--- src/rtl/scm_pkg.sv ---
package scm_pkg;

  localparam logic [31:0] SEED_FALLBACK = 32'h2545_F491;

  function automatic logic [31:0] xs32_next(input logic [31:0] s);
    logic [31:0] t;
    t = s ^ (s << 13);
    t = t ^ (t >> 17);
    t = t ^ (t << 5);
    return t;
  endfunction

  typedef enum logic [3:0] {
    S_IDLE, S_SELA, S_GETA, S_SELB, S_GETB,
    S_XDEC, S_XCUT, S_XAPPLY, S_MUT, S_EMIT
  } scm_state_e;

endpackage

--- src/rtl/scm_prng.sv ---
module scm_prng
  import scm_pkg::*;
(
  input  logic        clk,
  input  logic        rst_n,
  input  logic        load,
  input  logic [31:0] seed,
  input  logic        take,
  output logic [31:0] rnd
);

  logic [31:0] state_q, state_d;
  logic        state_en;

  assign rnd      = xs32_next(state_q);
  assign state_en = load | take;

  always_comb begin
    state_d = state_q;
    if (load)      state_d = (seed == 32'd0) ? SEED_FALLBACK : seed;
    else if (take) state_d = rnd;
  end

  always_ff @(posedge clk or negedge rst_n) begin
    if (!rst_n)        state_q <= SEED_FALLBACK;
    else if (state_en) state_q <= state_d;
  end

  // a zero state would lock the generator
  a_r2_state_nonzero: assert property (@(posedge clk) disable iff (!rst_n)
    state_q != 32'd0);

endmodule

--- src/rtl/scm_selector.sv ---
module scm_selector #(
  parameter int POP_SIZE   = 8,
  parameter int FIT_W      = 8,
  parameter int RATE_W     = 16,
  parameter int SEL_METHOD = 1,
  localparam int IDX_W     = $clog2(POP_SIZE)
) (
  input  logic              clk,
  input  logic              rst_n,
  input  logic              start,
  input  logic [31:0]       rnd,
  output logic              take,
  output logic [IDX_W-1:0]  rd_addr,
  input  logic [FIT_W-1:0]  rd_fit,
  output logic              done,
  output logic [IDX_W-1:0]  idx
);

  localparam logic [IDX_W-1:0] LAST = IDX_W'(POP_SIZE - 1);

  logic             done_q, done_d;
  logic [IDX_W-1:0] idx_q, idx_d;

  assign done = done_q;
  assign idx  = idx_q;

  generate
    if (SEL_METHOD == 1) begin : g_tour
      typedef enum logic [2:0] {T_IDLE, T_DRAW_I, T_DRAW_J, T_READ_I, T_READ_J} tstate_e;
      tstate_e          st_q, st_d;
      logic [IDX_W-1:0] cand_i_q, cand_i_d, cand_j_q, cand_j_d;
      logic [FIT_W-1:0] fit_i_q, fit_i_d;
      logic             j_wins;

      assign j_wins = (rd_fit > fit_i_q) || ((rd_fit == fit_i_q) && (cand_j_q < cand_i_q));

      always_comb begin
        st_d     = st_q;
        cand_i_d = cand_i_q;
        cand_j_d = cand_j_q;
        fit_i_d  = fit_i_q;
        idx_d    = idx_q;
        done_d   = 1'b0;
        take     = 1'b0;
        rd_addr  = '0;
        case (st_q)
          T_IDLE:   if (start) st_d = T_DRAW_I;
          T_DRAW_I: begin
            take = 1'b1; cand_i_d = rnd[IDX_W-1:0]; st_d = T_DRAW_J;
          end
          T_DRAW_J: begin
            take = 1'b1; cand_j_d = rnd[IDX_W-1:0]; st_d = T_READ_I;
          end
          T_READ_I: begin
            rd_addr = cand_i_q; fit_i_d = rd_fit; st_d = T_READ_J;
          end
          T_READ_J: begin
            rd_addr = cand_j_q;
            idx_d   = j_wins ? cand_j_q : cand_i_q;
            done_d  = 1'b1;
            st_d    = T_IDLE;
          end
          default:  st_d = T_IDLE;
        endcase
      end

      always_ff @(posedge clk or negedge rst_n) begin
        if (!rst_n) begin
          st_q     <= T_IDLE;
          cand_i_q <= '0;
          cand_j_q <= '0;
          fit_i_q  <= '0;
          idx_q    <= '0;
          done_q   <= 1'b0;
        end else begin
          st_q   <= st_d;
          done_q <= done_d;
          if (st_q == T_DRAW_I) cand_i_q <= cand_i_d;
          if (st_q == T_DRAW_J) cand_j_q <= cand_j_d;
          if (st_q == T_READ_I) fit_i_q  <= fit_i_d;
          if (st_q == T_READ_J) idx_q    <= idx_d;
        end
      end
    end else begin : g_roul
      localparam int TOT_W = FIT_W + IDX_W;
      typedef enum logic [1:0] {W_IDLE, W_SUM, W_DRAW, W_SCAN} wstate_e;
      wstate_e             st_q, st_d;
      logic [IDX_W-1:0]    cnt_q, cnt_d;
      logic [TOT_W-1:0]    total_q, total_d, acc_q, acc_d, target_q, target_d, acc_n;
      logic [RATE_W+TOT_W-1:0] prod;
      logic                hit;

      assign prod  = {{TOT_W{1'b0}}, rnd[RATE_W-1:0]} * {{RATE_W{1'b0}}, total_q};
      assign acc_n = acc_q + TOT_W'(rd_fit);
      assign hit   = (target_q < acc_n) || (cnt_q == LAST);

      always_comb begin
        st_d     = st_q;
        cnt_d    = cnt_q;
        total_d  = total_q;
        acc_d    = acc_q;
        target_d = target_q;
        idx_d    = idx_q;
        done_d   = 1'b0;
        take     = 1'b0;
        rd_addr  = '0;
        case (st_q)
          W_IDLE: if (start) begin
            cnt_d = '0; total_d = '0; st_d = W_SUM;
          end
          W_SUM: begin
            rd_addr = cnt_q;
            total_d = total_q + TOT_W'(rd_fit);
            if (cnt_q == LAST) st_d = W_DRAW;
            else               cnt_d = cnt_q + 1'b1;
          end
          W_DRAW: begin
            take     = 1'b1;
            target_d = prod[RATE_W +: TOT_W];
            cnt_d    = '0;
            acc_d    = '0;
            st_d     = W_SCAN;
          end
          W_SCAN: begin
            rd_addr = cnt_q;
            acc_d   = acc_n;
            if (hit) begin
              idx_d = cnt_q; done_d = 1'b1; st_d = W_IDLE;
            end else begin
              cnt_d = cnt_q + 1'b1;
            end
          end
          default: st_d = W_IDLE;
        endcase
      end

      always_ff @(posedge clk or negedge rst_n) begin
        if (!rst_n) begin
          st_q     <= W_IDLE;
          cnt_q    <= '0;
          total_q  <= '0;
          acc_q    <= '0;
          target_q <= '0;
          idx_q    <= '0;
          done_q   <= 1'b0;
        end else begin
          st_q   <= st_d;
          done_q <= done_d;
          cnt_q  <= cnt_d;
          if (st_q != W_IDLE) begin
            total_q  <= total_d;
            acc_q    <= acc_d;
            target_q <= target_d;
            idx_q    <= idx_d;
          end else if (start) begin
            total_q <= total_d;
          end
        end
      end
    end
  endgenerate

  // one completion per request, never stretched
  a_r3_done_pulse: assert property (@(posedge clk) disable iff (!rst_n)
    done_q |=> !done_q);

endmodule

--- src/rtl/scm_crossover.sv ---
module scm_crossover #(
  parameter int CHROM_W  = 16,
  parameter int NUM_CUTS = 2,
  localparam int CUT_W   = $clog2(CHROM_W)
) (
  input  logic                               fire,
  input  logic [CHROM_W-1:0]                 par_a,
  input  logic [CHROM_W-1:0]                 par_b,
  input  logic [NUM_CUTS-1:0][CUT_W-1:0]     cuts,
  output logic [CHROM_W-1:0]                 child_a,
  output logic [CHROM_W-1:0]                 child_b
);

  localparam logic [CHROM_W-1:0] ONE = CHROM_W'(1);

  logic [NUM_CUTS:0][CHROM_W-1:0] mask_acc;
  logic [CHROM_W-1:0]             mask;

  assign mask_acc[0] = '0;

  generate
    for (genvar k = 0; k < NUM_CUTS; k++) begin : g_cut
      assign mask_acc[k+1] = mask_acc[k] ^ ((ONE << cuts[k]) - ONE);
    end
  endgenerate

  assign mask    = mask_acc[NUM_CUTS];
  assign child_a = fire ? ((par_a & mask) | (par_b & ~mask)) : par_a;
  assign child_b = fire ? ((par_b & mask) | (par_a & ~mask)) : par_b;

endmodule

--- src/rtl/scm_mutator.sv ---
module scm_mutator #(
  parameter int CHROM_W = 16,
  parameter int RATE_W  = 16,
  localparam int BIT_W  = $clog2(CHROM_W)
) (
  input  logic               clk,
  input  logic               rst_n,
  input  logic               load,
  input  logic [CHROM_W-1:0] init,
  input  logic               step,
  input  logic [BIT_W-1:0]   bit_sel,
  input  logic [RATE_W-1:0]  rnd_part,
  input  logic [RATE_W-1:0]  rate,
  output logic [CHROM_W-1:0] word
);

  localparam logic [CHROM_W-1:0] ONE = CHROM_W'(1);

  logic [CHROM_W-1:0] word_q, word_d;
  logic               flip, word_en;

  assign flip    = step && (rnd_part < rate);
  assign word_en = load | step;
  assign word    = word_q;

  always_comb begin
    word_d = word_q;
    if (load)      word_d = init;
    else if (flip) word_d = word_q ^ (ONE << bit_sel);
  end

  always_ff @(posedge clk or negedge rst_n) begin
    if (!rst_n)       word_q <= '0;
    else if (word_en) word_q <= word_d;
  end

  // a zero rate never flips a bit
  a_r8_zero_rate_holds: assert property (@(posedge clk) disable iff (!rst_n)
    (step && !load && rate == '0) |=> $stable(word_q));

endmodule

--- src/rtl/scm_pair_unit.sv ---
module scm_pair_unit
  import scm_pkg::*;
#(
  parameter int CHROM_W    = 16,
  parameter int FIT_W      = 8,
  parameter int POP_SIZE   = 8,
  parameter int RATE_W     = 16,
  parameter int NUM_CUTS   = 2,
  parameter int SEL_METHOD = 1,
  localparam int IDX_W     = $clog2(POP_SIZE),
  localparam int CUT_W     = $clog2(CHROM_W)
) (
  input  logic               clk,
  input  logic               rst_n,
  input  logic               start,
  output logic               busy,
  input  logic               seed_load,
  input  logic [31:0]        seed,
  input  logic [RATE_W-1:0]  xover_rate,
  input  logic [RATE_W-1:0]  mut_rate,
  output logic [IDX_W-1:0]   rd_addr,
  input  logic [CHROM_W-1:0] rd_chrom,
  input  logic [FIT_W-1:0]   rd_fit,
  output logic               off_valid,
  output logic [IDX_W-1:0]   off_idx_a,
  output logic [IDX_W-1:0]   off_idx_b,
  output logic [CHROM_W-1:0] off_child_a,
  output logic [CHROM_W-1:0] off_child_b
);

  localparam int CNT_W = (CUT_W > $clog2(NUM_CUTS + 1)) ? CUT_W : $clog2(NUM_CUTS + 1);
  localparam logic [CNT_W-1:0] CUT_LAST = CNT_W'(NUM_CUTS - 1);
  localparam logic [CNT_W-1:0] BIT_LAST = CNT_W'(CHROM_W - 1);

  scm_state_e                       state_q, state_d;
  logic [IDX_W-1:0]                 idx_a_q, idx_a_d, idx_b_q, idx_b_d;
  logic [CHROM_W-1:0]               par_a_q, par_a_d, par_b_q, par_b_d;
  logic                             xfire_q, xfire_d;
  logic [NUM_CUTS-1:0][CUT_W-1:0]   cuts_q, cuts_d;
  logic [CNT_W-1:0]                 cnt_q, cnt_d;

  logic [31:0]        rnd;
  logic               take, sel_start, sel_take, sel_done, mut_load, mut_step;
  logic [IDX_W-1:0]   sel_rd_addr, sel_idx;
  logic [CHROM_W-1:0] x_child_a, x_child_b;
  logic [1:0][CHROM_W-1:0] mut_word;
  logic [1:0][CHROM_W-1:0] mut_init;

  scm_prng u_prng (
    .clk  (clk),
    .rst_n(rst_n),
    .load (seed_load),
    .seed (seed),
    .take (take),
    .rnd  (rnd)
  );

  scm_selector #(
    .POP_SIZE  (POP_SIZE),
    .FIT_W     (FIT_W),
    .RATE_W    (RATE_W),
    .SEL_METHOD(SEL_METHOD)
  ) u_sel (
    .clk    (clk),
    .rst_n  (rst_n),
    .start  (sel_start),
    .rnd    (rnd),
    .take   (sel_take),
    .rd_addr(sel_rd_addr),
    .rd_fit (rd_fit),
    .done   (sel_done),
    .idx    (sel_idx)
  );

  scm_crossover #(
    .CHROM_W (CHROM_W),
    .NUM_CUTS(NUM_CUTS)
  ) u_xover (
    .fire   (xfire_q),
    .par_a  (par_a_q),
    .par_b  (par_b_q),
    .cuts   (cuts_q),
    .child_a(x_child_a),
    .child_b(x_child_b)
  );

  assign mut_init[0] = x_child_a;
  assign mut_init[1] = x_child_b;

  generate
    for (genvar g = 0; g < 2; g++) begin : g_mut
      scm_mutator #(
        .CHROM_W(CHROM_W),
        .RATE_W (RATE_W)
      ) u_mut (
        .clk     (clk),
        .rst_n   (rst_n),
        .load    (mut_load),
        .init    (mut_init[g]),
        .step    (mut_step),
        .bit_sel (cnt_q[CUT_W-1:0]),
        .rnd_part(rnd[g*RATE_W +: RATE_W]),
        .rate    (mut_rate),
        .word    (mut_word[g])
      );
    end
  endgenerate

  always_comb begin
    state_d   = state_q;
    idx_a_d   = idx_a_q;
    idx_b_d   = idx_b_q;
    par_a_d   = par_a_q;
    par_b_d   = par_b_q;
    xfire_d   = xfire_q;
    cuts_d    = cuts_q;
    cnt_d     = cnt_q;
    sel_start = 1'b0;
    take      = 1'b0;
    mut_load  = 1'b0;
    mut_step  = 1'b0;
    rd_addr   = '0;
    case (state_q)
      S_IDLE: if (start) begin
        sel_start = 1'b1;
        state_d   = S_SELA;
      end
      S_SELA: begin
        rd_addr = sel_rd_addr;
        take    = sel_take;
        if (sel_done) begin
          idx_a_d = sel_idx;
          state_d = S_GETA;
        end
      end
      S_GETA: begin
        rd_addr   = idx_a_q;
        par_a_d   = rd_chrom;
        sel_start = 1'b1;
        state_d   = S_SELB;
      end
      S_SELB: begin
        rd_addr = sel_rd_addr;
        take    = sel_take;
        if (sel_done) begin
          idx_b_d = sel_idx;
          state_d = S_GETB;
        end
      end
      S_GETB: begin
        rd_addr = idx_b_q;
        par_b_d = rd_chrom;
        state_d = S_XDEC;
      end
      S_XDEC: begin
        take    = 1'b1;
        xfire_d = rnd[RATE_W-1:0] < xover_rate;
        cnt_d   = '0;
        state_d = S_XCUT;
      end
      S_XCUT: begin
        take = 1'b1;
        for (int k = 0; k < NUM_CUTS; k++) begin
          if (cnt_q == CNT_W'(k)) cuts_d[k] = rnd[CUT_W-1:0];
        end
        if (cnt_q == CUT_LAST) begin
          cnt_d   = '0;
          state_d = S_XAPPLY;
        end else begin
          cnt_d = cnt_q + 1'b1;
        end
      end
      S_XAPPLY: begin
        mut_load = 1'b1;
        cnt_d    = '0;
        state_d  = S_MUT;
      end
      S_MUT: begin
        take     = 1'b1;
        mut_step = 1'b1;
        if (cnt_q == BIT_LAST) state_d = S_EMIT;
        else                   cnt_d   = cnt_q + 1'b1;
      end
      S_EMIT:  state_d = S_IDLE;
      default: state_d = S_IDLE;
    endcase
  end

  always_ff @(posedge clk or negedge rst_n) begin
    if (!rst_n) begin
      state_q <= S_IDLE;
      idx_a_q <= '0;
      idx_b_q <= '0;
      par_a_q <= '0;
      par_b_q <= '0;
      xfire_q <= 1'b0;
      cuts_q  <= '0;
      cnt_q   <= '0;
    end else begin
      state_q <= state_d;
      cnt_q   <= cnt_d;
      if (state_q == S_SELA) idx_a_q <= idx_a_d;
      if (state_q == S_SELB) idx_b_q <= idx_b_d;
      if (state_q == S_GETA) par_a_q <= par_a_d;
      if (state_q == S_GETB) par_b_q <= par_b_d;
      if (state_q == S_XDEC) xfire_q <= xfire_d;
      if (state_q == S_XCUT) cuts_q  <= cuts_d;
    end
  end

  assign busy        = (state_q != S_IDLE);
  assign off_valid   = (state_q == S_EMIT);
  assign off_idx_a   = idx_a_q;
  assign off_idx_b   = idx_b_q;
  assign off_child_a = mut_word[0];
  assign off_child_b = mut_word[1];

  // offspring beat lasts exactly one cycle
  a_r9_valid_single: assert property (@(posedge clk) disable iff (!rst_n)
    off_valid |=> !off_valid);

  // a start while busy does not end or restart the operation
  a_r9_busy_holds: assert property (@(posedge clk) disable iff (!rst_n)
    (busy && start && !off_valid) |=> busy);

  // exchange only moves bits between the two children
  a_r7_exchange_conserves: assert property (@(posedge clk) disable iff (!rst_n)
    (state_q == S_XAPPLY) |->
      (((x_child_a ^ x_child_b) == (par_a_q ^ par_b_q)) &&
       ((x_child_a & x_child_b) == (par_a_q & par_b_q))));

  // without a crossover decision the parents pass through
  a_r6_no_fire_copies: assert property (@(posedge clk) disable iff (!rst_n)
    (state_q == S_XAPPLY && !xfire_q) |->
      (x_child_a == par_a_q && x_child_b == par_b_q));

endmodule

--- config.mk ---
export PLATFORM = sky130hd
export DESIGN_NAME = scm_pair_unit
export DESIGN_NICKNAME = d
export VERILOG_FILES = /design/src/rtl/scm_pkg.sv /design/src/rtl/scm_prng.sv /design/src/rtl/scm_selector.sv /design/src/rtl/scm_crossover.sv /design/src/rtl/scm_mutator.sv /design/src/rtl/scm_pair_unit.sv
export SDC_FILE = /design/constraint.sdc
export NUM_CORES = 1
export LEC_CHECK = 0
export BUFFER_PORTS_ARGS = -buffer_cell sky130_fd_sc_hd__buf_2
export CORE_ASPECT_RATIO = 0.75
export CORE_MARGIN = 2
export CORE_UTILIZATION = 45
export DETAILED_ROUTE_END_ITERATION = 8
export PLACE_DENSITY = 0.67
export SYNTH_ARGS = -nofsm -noshare
export SYNTH_HDL_FRONTEND = slang
export SYNTH_SLANG_ARGS = --single-unit
--- constraint.sdc ---
create_clock -name clk -period 3.3 [get_ports clk]
set_clock_uncertainty 0.1 [all_clocks]
set_input_delay 0.33 -clock clk [delete_from_list [all_inputs] [get_ports clk]]
set_output_delay 0.33 -clock clk [all_outputs]
set_load 0.1 [all_outputs]
## Word level (Yosys, flattened, before mapping)

Cells that the tools add are included.

- Word-level logic and storage cells: 123
- Flip-flop bits (word level): 140
- Output and inout bits: 43

- Magnitude comparators: 5
- Reduce and logical (&&, ||, !) cells: 26
- Bitwise logic cells: 15
- Equal/unequal tests: 23
- Add/subtract/negate cells: 3
- Shifts and indexed selects: 3
- Mux-type cells: 30

Operators with widths:

| kind | count |
|---|---|
| 16-bit two-way mux | 6 |
| 32-bit two-way mux | 3 |
| 16-bit AND | 4 |
| 32-bit bitwise XOR | 2 |
| 16-bit less-than comparator | 3 |
| 1-bit by 4-bit left shift with 16-bit output, first input constant | 3 |
| 16-bit bitwise XOR | 3 |
| 4-bit one-hot mux with 9 select lines | 1 |
| 32-bit logical NOT | 1 |
| 16-bit OR | 2 |
| 16-bit by 1-bit subtractor with 16-bit output, second input constant | 2 |
| 32-bit by 15-bit bitwise XOR with 32-bit output | 1 |
| 4-bit two-way mux | 7 |
| 4-bit by 3-bit == test with 1-bit output, second input constant | 4 |
| 16-bit inverter | 1 |
| 2-bit AND reduction | 8 |
| 4-bit == test, second input constant | 3 |
| 3-bit one-hot mux with 4 select lines | 1 |
| 4-bit one-hot mux with 3 select lines | 1 |
| 2-bit != test, second input constant | 5 |
| 3-bit one-hot mux with 3 select lines | 1 |
| 4-bit by 1-bit == test with 1-bit output, second input constant | 2 |
| 4-bit by 2-bit == test with 1-bit output, second input constant | 2 |
| 8-bit == test | 1 |
| 22 further kinds | 38 |

## Depth between registers and ports, before layout

Gate-level depths: netlist of the first run.

- Word-level depth: 8
- Mapped depth: 13
- Gate-level depth less buffers: 11

## Modules after synthesis

From an unflattened synthesis of the first run, not the netlist that was laid out.

- Cell total of the unflattened synthesis: 1,037
- Area, all modules: 10,274.9 µm²

Modules (own cells, without submodules):

| module | times used | cells an instance | area each (µm²) | sequential area each (µm²) |
|---|---|---|---|---|
| scm_pair_unit | 1 | 233 | 2,825.2 | 1,376.3 |
| scm_mutator | 2 | 154 | 1,332.5 | 400.4 |
| scm_prng | 1 | 248 | 2,625.0 | 818.3 |
| scm_selector | 1 | 119 | 1,163.6 | 525.5 |
| scm_crossover | 1 | 129 | 996.0 | 0.0 |

## Worst setup path before layout of the first run

OpenSTA, ideal clock, no wires.

- Path kind: register to output
- From: register state_q[2]
- To: output rd_addr[0]
- Buffers on the path: 1
- Required time: 2.870 ns
- Cell stages (with the launch flop): 5
- Arrival: 3.126 ns
- Setup slack: -0.256 ns
- Path through: dfrtp_1 -> clkbuf_1 -> nand2b_1 -> or2_0 -> o21ai_0

- Word-level cells in the longest chain between the ends: 3

Ends and longest elaborated chain:

| item | line | RTL |
|---|---|---|
| start: declaration | scm_pair_unit.sv:35 | `scm_state_e state_q, state_d;` |
| start signal: assignment | scm_pair_unit.sv:200 | `state_q <= state_d;` |
| 4-bit by 1-bit == test with 1-bit output or 4-bit by 2-bit == test with 1-bit output (tied branches) | scm_pair_unit.sv:123 | `case (state_q)` |
| 2-bit OR reduction (no source line) | n/a |  |
| 3-bit one-hot mux with 3 select lines (*) | scm_pair_unit.sv:123 |  |
| end: declaration | scm_pair_unit.sv:21 | `output logic [IDX_W-1:0] rd_addr,` |

Every way passes the cells marked *; elsewhere a longest branch is shown, timed or not.

## Worst setup path after layout of the first run

- From: register u_prng.state_q[13]
- To: register g_mut[1].u_mut.word_q[14]

- Word-level cells in the longest chain between the ends: 7

Ends and longest elaborated chain:

| item | line | RTL |
|---|---|---|
| start: declaration | scm_prng.sv:12 | `logic [31:0] state_q, state_d;` |
| start signal: assignment | scm_prng.sv:26 | `else if (state_en) state_q <= state_d;` |
| 32-bit bitwise XOR | scm_pkg.sv:7 | `t = s ^ (s << 13);` |
| 32-bit by 15-bit bitwise XOR with 32-bit output | scm_pkg.sv:8 | `t = t ^ (t >> 17);` |
| 32-bit bitwise XOR | scm_pkg.sv:9 | `t = t ^ (t << 5);` |
| 16-bit less-than comparator | scm_mutator.sv:22 | `assign flip = step && (rnd_part < rate);` |
| 1-bit logical AND | scm_mutator.sv:22 |  |
| 2-bit nonzero test (no source line) | n/a |  |
| 2-bit AND reduction (no source line) | n/a |  |
| end signal: assignment | scm_mutator.sv:34 | `else if (word_en) word_q <= word_d;` |
| end: declaration | scm_mutator.sv:19 | `logic [CHROM_W-1:0] word_q, word_d;` |

Every way passes these cells.
A chain may end at the register's enable or synchronous reset.

==> results of run 1 <==
synth_stat cells (11+ instances only):
| cell type | n |
|---|---|
| sky130_fd_sc_hd__nand2_1 | 83 |
| sky130_fd_sc_hd__dfstp_2 | 14 |
| sky130_fd_sc_hd__a21o_1 | 15 |
| sky130_fd_sc_hd__inv_1 | 57 |
| sky130_fd_sc_hd__dfrtp_1 | 126 |
| sky130_fd_sc_hd__ha_1 | 63 |
| sky130_fd_sc_hd__nor2b_1 | 11 |
| sky130_fd_sc_hd__nand4_1 | 15 |
| sky130_fd_sc_hd__mux2_2 | 61 |
| sky130_fd_sc_hd__a21oi_1 | 59 |
| sky130_fd_sc_hd__clkbuf_1 | 39 |
| sky130_fd_sc_hd__xnor2_1 | 72 |
| sky130_fd_sc_hd__nor2_1 | 73 |
| sky130_fd_sc_hd__mux2i_1 | 34 |
| sky130_fd_sc_hd__nand3_1 | 19 |
| sky130_fd_sc_hd__a22oi_1 | 18 |
| sky130_fd_sc_hd__o21ai_0 | 44 |
| sky130_fd_sc_hd__xor2_1 | 38 |
power by group:
group / total (mW) / switching [mW] / internal, mW
combinational: 7.71 / 4.20 / 3.51
clock: 1.93 / 0.844 / 1.09
sequential: 2.28 / 0.302 / 1.98
worst reg2reg max path, delay by kind of cell, from the launching register on:
family	cells	cell delay (ps)
AOI/OAI and AO/OA	4	800
DFF	1	610
xor gates and xnor gates	3	600
buffers and inverters	3	470
adders and majority gates	1	290
and+or+nand+nor	1	130
muxes	1	100
sequential cells by signal (all words and copies together), names as in the netlist, 4 cells and up:
| name | flops |
|---|---|
| cuts_q | 8 |
| g_mut.u_mut.word | 32 |
| u_sel.g_tour.fit_i_q | 8 |
| par_b_q | 16 |
| par_a_q | 16 |
| cnt_q | 4 |
| u_prng.state_q | 32 |
| state_q | 4 |
layer usage:
| metal | global-route usage [%] | part of all wire [%] | vias up |
|---|---|---|---|
| met5 | 0 | 0 | - |
| met4 | 6.62 | 1.7 | 0 |
| met3 | 6.52 | 8.6 | 37 |
| met2 | 34.5 | 41 | 332 |
| met1 | 38.5 | 48 | 3907 |
| li1 | - | - | 3857 |
final timing paths:
check,from,slack [ps],cells past startpoint,to
worst max-delay path,u_prng.state_q[13],50,13,g_mut[1].u_mut.word[14]
worst min-delay path,rd_fit[6],30,3,u_sel.g_tour.fit_i_q[6]
worst max register to register,u_prng.state_q[13],50,13,g_mut[1].u_mut.word[14]
worst min register to register,u_sel.idx[1],410,2,u_sel.idx[1]
max in group asynchronous,rst_n,1920,3,u_sel.idx[0]
min in group asynchronous,rst_n,350,2,par_b_q[0]
cell type report:
| type | instances | area (um2) |
|---|---|---|
| fillers | 1868 | 9140 |
| multi-input cells | 753 | 5920 |
| flip-flops and latches | 140 | 3520 |
| repair buffers | 190 | 1210 |
| clock buffers | 18 | 439 |
| well taps | 288 | 360 |
| inverters | 57 | 214 |
| clock inverters | 14 | 149 |
per-stage QoR:
step / instance area (um2) / util [%]
2_1_floorplan: 9510 / -
4_1_cts: 11400 / 54.5
3_5_place_dp: 10800 / 51.6
3_3_place_gp: 10800 / 51.6
6_report: 11800 / 56.4
5_1_grt: 11800 / 56.4
timing repair:
item                                    CTS  global route
hold buffers                              1             0
setup buffers                             0             4
endpoints found under the hold margin    47             0
gates resized for setup                   0            43
endpoints found under the setup margin    0            32
cells by family after synthesis:
kind of cell | Yosys count | synth area share [%]
buffers and inverters | 104 | 4.37
XOR/XNOR | 112 | 10.5
AO/OA/AOI/OAI | 209 | 14.2
flip-flops | 140 | 37.0
AND/OR/NAND/NOR | 274 | 14.8
multiplexers | 95 | 10.8
adder cells (fa/ha/maj) | 63 | 8.29
==> summary.md, run 1 <==
| Metric | Value |
|---|---|
| Total clock buffers created by CTS | 17 |
| Cell with the largest stage delay on the worst path | sky130_fd_sc_hd__dfstp_2 |
| Worst-skew pair later-pin latency | 420 ps |
| Leading register cell type out of synthesis | sky130_fd_sc_hd__dfrtp_1 |
| Netlist Area Pre-Place | 0.00951 mm2 |
| Number of placed instances, taps included | 1422 |
| Pin count of the biggest net entering global routing | 80 |
| Remaining antenna violation count after routing | 0 |
| Number of antenna violations at the first check in global routing | 0 |
| Initial cell density of the core | 45.4% |
| First-iteration detailed-routing DRC count | 790 |
| Detailed-route via count | 8133 |
| Post-layout worst setup margin | 52.3 ps |
| Peak VDD IR | 0.879 mV |
| Wirelength per Cell | 19.1 um |
| Worst path cell trace | xor2_4 -> buf_4 -> xor2_4 -> ha_1 -> a41o_1 -> a21oi_2 -> o211ai_1 -> a211oi_4 -> buf_12 -> buf_12 -> nand4_1 -> xor2_1 -> mux2i_1 |
| CTS tree | done |
| Portion of synthesized cell area occupied by the leading cell type | 33.2% |
| Overall overflow remaining after global route | 0 |
| Total power consumption of the routed design | 11.9 mW |
| Final critical path time including I/O delays and setup | 3250 ps |
| Post-Synthesis Mean Instance Area | 9.54 um2 |
| Setup Total Neg Slack | 0 ps |
| Library cell occupying the most area in the post-synthesis netlist | sky130_fd_sc_hd__dfrtp_1 |
| Clock tree sinks | 140 |
| Startpoint types | flop |
| Number of different library cells in the post-synthesis netlist | 70 |
| Total die area | 0.0223 mm2 |
| Vert. Die Dim | 130 um |
| Setup repair after global routing missed its margin | true |
| Chip Width | 172 um |
| Count of placed standard cells in the final layout, fillers left out | 1460 |
| Share of the cycle needed by the critical path after routing | 98.4% |
| Biggest cell delay along the critical path | 610 ps |
| Total setup violations reported at the end of the flow | 0 |
| Main area contributors after synthesis | sky130_fd_sc_hd__dfrtp_1, sky130_fd_sc_hd__ha_1, sky130_fd_sc_hd__mux2_2 |
| Pins over their slew limit | 0 |
| Clock input transition at the sequential cells of the worst setup and hold paths | 70 ps |
| Floorplan Core Area | 0.0210 mm2 |
| H-tree level count | 4 |
| Power per unit of standard cell area | 1010 mW/mm2 |
| Worst-case clock buffer depth | 2 |
| CP Buf/Inv Count | 3 |
| CP Capture Type | flop |
| Number of ports placed on the die boundary | 135 |
| Portion of the post-synthesis area used by sequential elements | 37.0% |
| Async SR Flop Fraction | 100% |
| Gate count after technology mapping | 997 |
| Setup slack after placement | 60.0 ps |
| Routed Wire Length | 27900 um |
| Overall routing resource usage | 25.0% |
| Dpl hpwl | 20600 um |
| Most used cells in the layout excluding fill and tap cells | sky130_fd_sc_hd__buf_2, sky130_fd_sc_hd__dfrtp_1, sky130_fd_sc_hd__nand2_1 |
| Wire length of the first global-routing pass | 43000 um |
| Number of global-route vias before repair | 7761 |
| Iteration count of the initial detailed-routing pass | 5 |
| Root Driver | sky130_fd_sc_hd__clkbuf_16 |
| Remaining design rule violation count | 0 |
| CP required | 3480 ps |
| Worst EP arrival | 3430 ps |
| # diodes | 0 |
| Leakage power of the design | 5.34 nW |
| Number of maximum-capacitance violations | 0 |
| Number of warning messages in the yosys log | 0 |
| Commonest non-fill, non-tap cell in the layout | sky130_fd_sc_hd__buf_2 |
| Number of hold violations in the final report | 0 |
| Share of post-route cells with drive strength above 1 | 30.3% |
| Hold Slack | 32.7 ps |
| Maximum fanout along the worst path | 8 |
| Count of flip-flops with a built-in enable after synthesis | 0 |
| DR vias/cell | 5.57 |
| Area Growth Syn to Fin | 24.3% |
| Post-layout nets | 1314 |
| Achievable clock frequency | 308 MHz |
| Type of the worst min-delay path | in2reg |
| Max transition margin | 50.7% |
| Final Wtd Congestion | 0.921 |
| Run status | complete, no violations |
| Gate family responsible for the most delay along the worst path | compound AO/OA/AOI/OAI gates |
| Worst Setup Path Type | reg2reg |
| Standard-cell row count | 46 |
| Register bit count reported by yosys | 140 |
| Number of nets in the synthesized netlist | 1152 |
| Actual transition at the worst max-transition pin | 739 ps |
| I/O Buffers | 134 |
Power figures use the tool's default switching activity.
==> inputs of run 2 (changes only) <==
--- a/config.mk
+++ b/config.mk
@@ -10,7 +10,9 @@
 export CORE_MARGIN = 2
 export CORE_UTILIZATION = 45
 export DETAILED_ROUTE_END_ITERATION = 8
+export MAX_ROUTING_LAYER = met4
 export PLACE_DENSITY = 0.67
 export SYNTH_ARGS = -nofsm -noshare
 export SYNTH_HDL_FRONTEND = slang
 export SYNTH_SLANG_ARGS = --single-unit
+export TNS_END_PERCENT = 30
==> run 2 against run 1 <==
Setup slack better by 60 ps; largest cell class unchanged; die area stayed put; largest power group unchanged; clock power is 12% higher; register-to-register slack improved by 60 ps; sequential share of layout area up 0.21 points; highest routed layer unchanged; total power rose by 0.15%.
==> summary.md, run 2 (same netlist as run 1, synthesis figures left out) <==
| Metric | Value |
|---|---|
| Floorplan Core Area | 0.0210 mm2 (unchanged) |
| DR vias/cell | 5.66 (+1.5%) |
| Area Growth Syn to Fin | 23.5% |
| Actual transition at the worst max-transition pin | 803 ps (+64.0 ps) |
| Achievable clock frequency | 314 MHz (+1.9%) |
| CP Capture Type | flop |
| Total die area | 0.0223 mm2 (unchanged) |
| Number of maximum-capacitance violations | 0 (unchanged) |
| Run status | complete, no violations |
| Initial cell density of the core | 45.4% (unchanged) |
| Clock tree sinks | 140 (unchanged) |
| Standard-cell row count | 46 (unchanged) |
| Pin count of the biggest net entering global routing | 72 (-10%) |
| # diodes | 0 (unchanged) |
| Biggest cell delay along the critical path | 600 ps (about the same) |
| Vert. Die Dim | 130 um (unchanged) |
| Wirelength per Cell | 19.1 um (about the same) |
| CP required | 3530 ps (+50 ps) |
| Core occupancy in the finished layout | 56.0% (-0.37 points) |
| Worst Setup Path Type | reg2reg |
| Share of post-route cells with drive strength above 1 | 29.7% (-0.55 points) |
| Total setup violations reported at the end of the flow | 0 (unchanged) |
| Total clock buffers created by CTS | 17 (unchanged) |
| Crit path to | g_mut[1].u_mut.word[6] |
| Commonest non-fill, non-tap cell in the layout | sky130_fd_sc_hd__buf_2 |
| Number of hold violations in the final report | 0 (unchanged) |
| Count of placed standard cells in the final layout, fillers left out | 1458 (-0.14%) |
| Max transition margin | 46.4% (-4.3 points) |
| Wire length of the first global-routing pass | 43500 um (+1.2%) |
| Number of global-route vias before repair | 7876 (+1.5%) |
| Number of antenna violations at the first check in global routing | 0 (unchanged) |
| Routed Wire Length | 27800 um (-0.13%) |
| CP Buf/Inv Count | 2 (-1) |
| Remaining antenna violation count after routing | 0 (unchanged) |
| Final critical path time including I/O delays and setup | 3190 ps (-60.2 ps) |
| Setup slack after placement | 73.7 ps (+13.6 ps) |
| Detailed-route via count | 8245 (+1.4%) |
| First-iteration detailed-routing DRC count | 638 (-19%) |
| Post-layout worst setup margin | 113 ps (+60.2 ps) |
| Pins over their slew limit | 0 (unchanged) |
| Worst-case clock buffer depth | 2 (unchanged) |
| Overall routing resource usage | 26.3% (+1.3 points) |
| Share of the cycle needed by the critical path after routing | 96.6% (-1.8 points) |
| Startpoint types | flop |
| Worst path cell trace | xor2_2 -> xnor2_1 -> buf_4 -> xor2_2 -> ha_1 -> a21oi_1 -> or2_2 -> a21oi_1 -> a211oi_2 -> buf_12 -> and3_1 -> nor3_1 -> a221oi_1 |
| Leakage power of the design | 5.31 nW (-0.49%) |
| Most used cells in the layout excluding fill and tap cells | sky130_fd_sc_hd__buf_2, sky130_fd_sc_hd__dfrtp_1, sky130_fd_sc_hd__nand2_1 |
| Setup Total Neg Slack | 0 ps (unchanged) |
| Peak VDD IR | 0.896 mV (+1.9%) |
| Chip Width | 172 um (unchanged) |
| CP startpoint | u_prng.state_q[14] |
| Number of ports placed on the die boundary | 135 (unchanged) |
| Worst reg2reg path startpoint | u_prng.state_q[14] |
| I/O Buffers | 134 (unchanged) |
| CTS tree | done |
| Power per unit of standard cell area | 1020 mW/mm2 (+0.81%) |
| Cell with the largest stage delay on the worst path | sky130_fd_sc_hd__dfstp_2 |
| Overall overflow remaining after global route | 0 (unchanged) |
| Worst EP arrival | 3420 ps (about the same) |
| Maximum fanout along the worst path | 16 (+8) |
| Worst-skew pair later-pin latency | 440 ps (+20 ps) |
| RR Endpoint | g_mut[1].u_mut.word[6] |
| Cell depth of the worst flop-to-flop path | 13 (unchanged) |
| Gate family responsible for the most delay along the worst path | compound AO/OA/AOI/OAI gates |
| Final Wtd Congestion | 1.02 (+11%) |
| Worst path depth | 13 (unchanged) |
| Iteration count of the initial detailed-routing pass | 6 (+1) |
| Clock input transition at the sequential cells of the worst setup and hold paths | 60 ps (about the same) |
| H-tree level count | 4 (unchanged) |
| Number of placed instances, taps included | 1424 (+0.14%) |
| Dpl hpwl | 20600 um (+0.11%) |
| Root Driver | sky130_fd_sc_hd__clkbuf_16 |
| Remaining design rule violation count | 0 (unchanged) |
| Post-layout nets | 1312 (-0.15%) |
| Hold Slack | 26.7 ps (-6.09 ps) |
| Worst reg2reg setup slack | 110 ps (+60 ps) |
| Type of the worst min-delay path | in2reg |
==> run 2: cell types whose count changed in the layout (fill, tap and decap cells not counted), sizes merged <==
cell / before / now
buf: 188 / 187
bufinv: 1 / 5
clkinv: 4 / 5
clkinvlp: 1 / 0
inv: 65 / 60
==> run 2: worst min-delay path by stage <==
stage / endpoint / slack, ps / depth (start not counted) / start
4_1_cts: u_sel.g_tour.fit_i_q[7] / 10 / 3 / rd_fit[7]
2_1_floorplan: cnt_q[0] / -70 / 0 / rst_n
3_5_place_dp: par_a_q[15] / 310 / 1 / rst_n
3_3_place_gp: par_a_q[15] / 300 / 1 / rst_n
6_report: u_sel.g_tour.fit_i_q[7] / 30 / 3 / rd_fit[7]
5_1_grt: u_sel.g_tour.fit_i_q[7] / 30 / 3 / rd_fit[7]
==> run 2: where the power goes <==
part | internal, mW | total (mW) | leakage (nW) | switching, mW
Sequential | 1.98 | 2.27 | 1.68 | 0.291
Clock | 1.37 | 2.17 | 0.322 | 0.800
Combinational | 3.40 | 7.50 | 3.31 | 4.10
==> run 2: tightest hold or removal path, cell delays in order <==
cell	delay, ps
sky130_fd_sc_hd__buf_2	90
sky130_fd_sc_hd__nand2_1	40
sky130_fd_sc_hd__o21ai_0	60
==> run 2: routing by layer <==
layer	share of wire, %	global-route usage, %
met1	49	38.2
met2	43	36.9
met3	7.1	6.19
met4	1.3	6.28
met5	0	-
==> run 2: cell type report <==
type	count	area (um2)
Inverter	57	214
Fill cell	1889	9210
Tap cell	288	360
Clock inverter	13	209
Multi-Input combinational cell	753	5820
Timing Repair Buffer	188	1170
Clock buffer	19	443
Sequential cell	140	3520
==> run 2: what timing repair did <==
item | in CTS | in global routing
buffers inserted | 0 | 1
gates resized for setup | 0 | 33
setup endpoints to repair | 0 | 32
hold buffers | 1 | 0
endpoints found under the hold margin | 58 | 0
==> run 2: stage by stage <==
step / power [mW] / area (um2)
6_report: 11.9 / 11700
3_3_place_gp: 8.94 / 10800
4_1_cts: 11.2 / 11500
3_5_place_dp: 9.00 / 10800
2_1_floorplan: 6.22 / 9510
5_1_grt: 12.7 / 11700
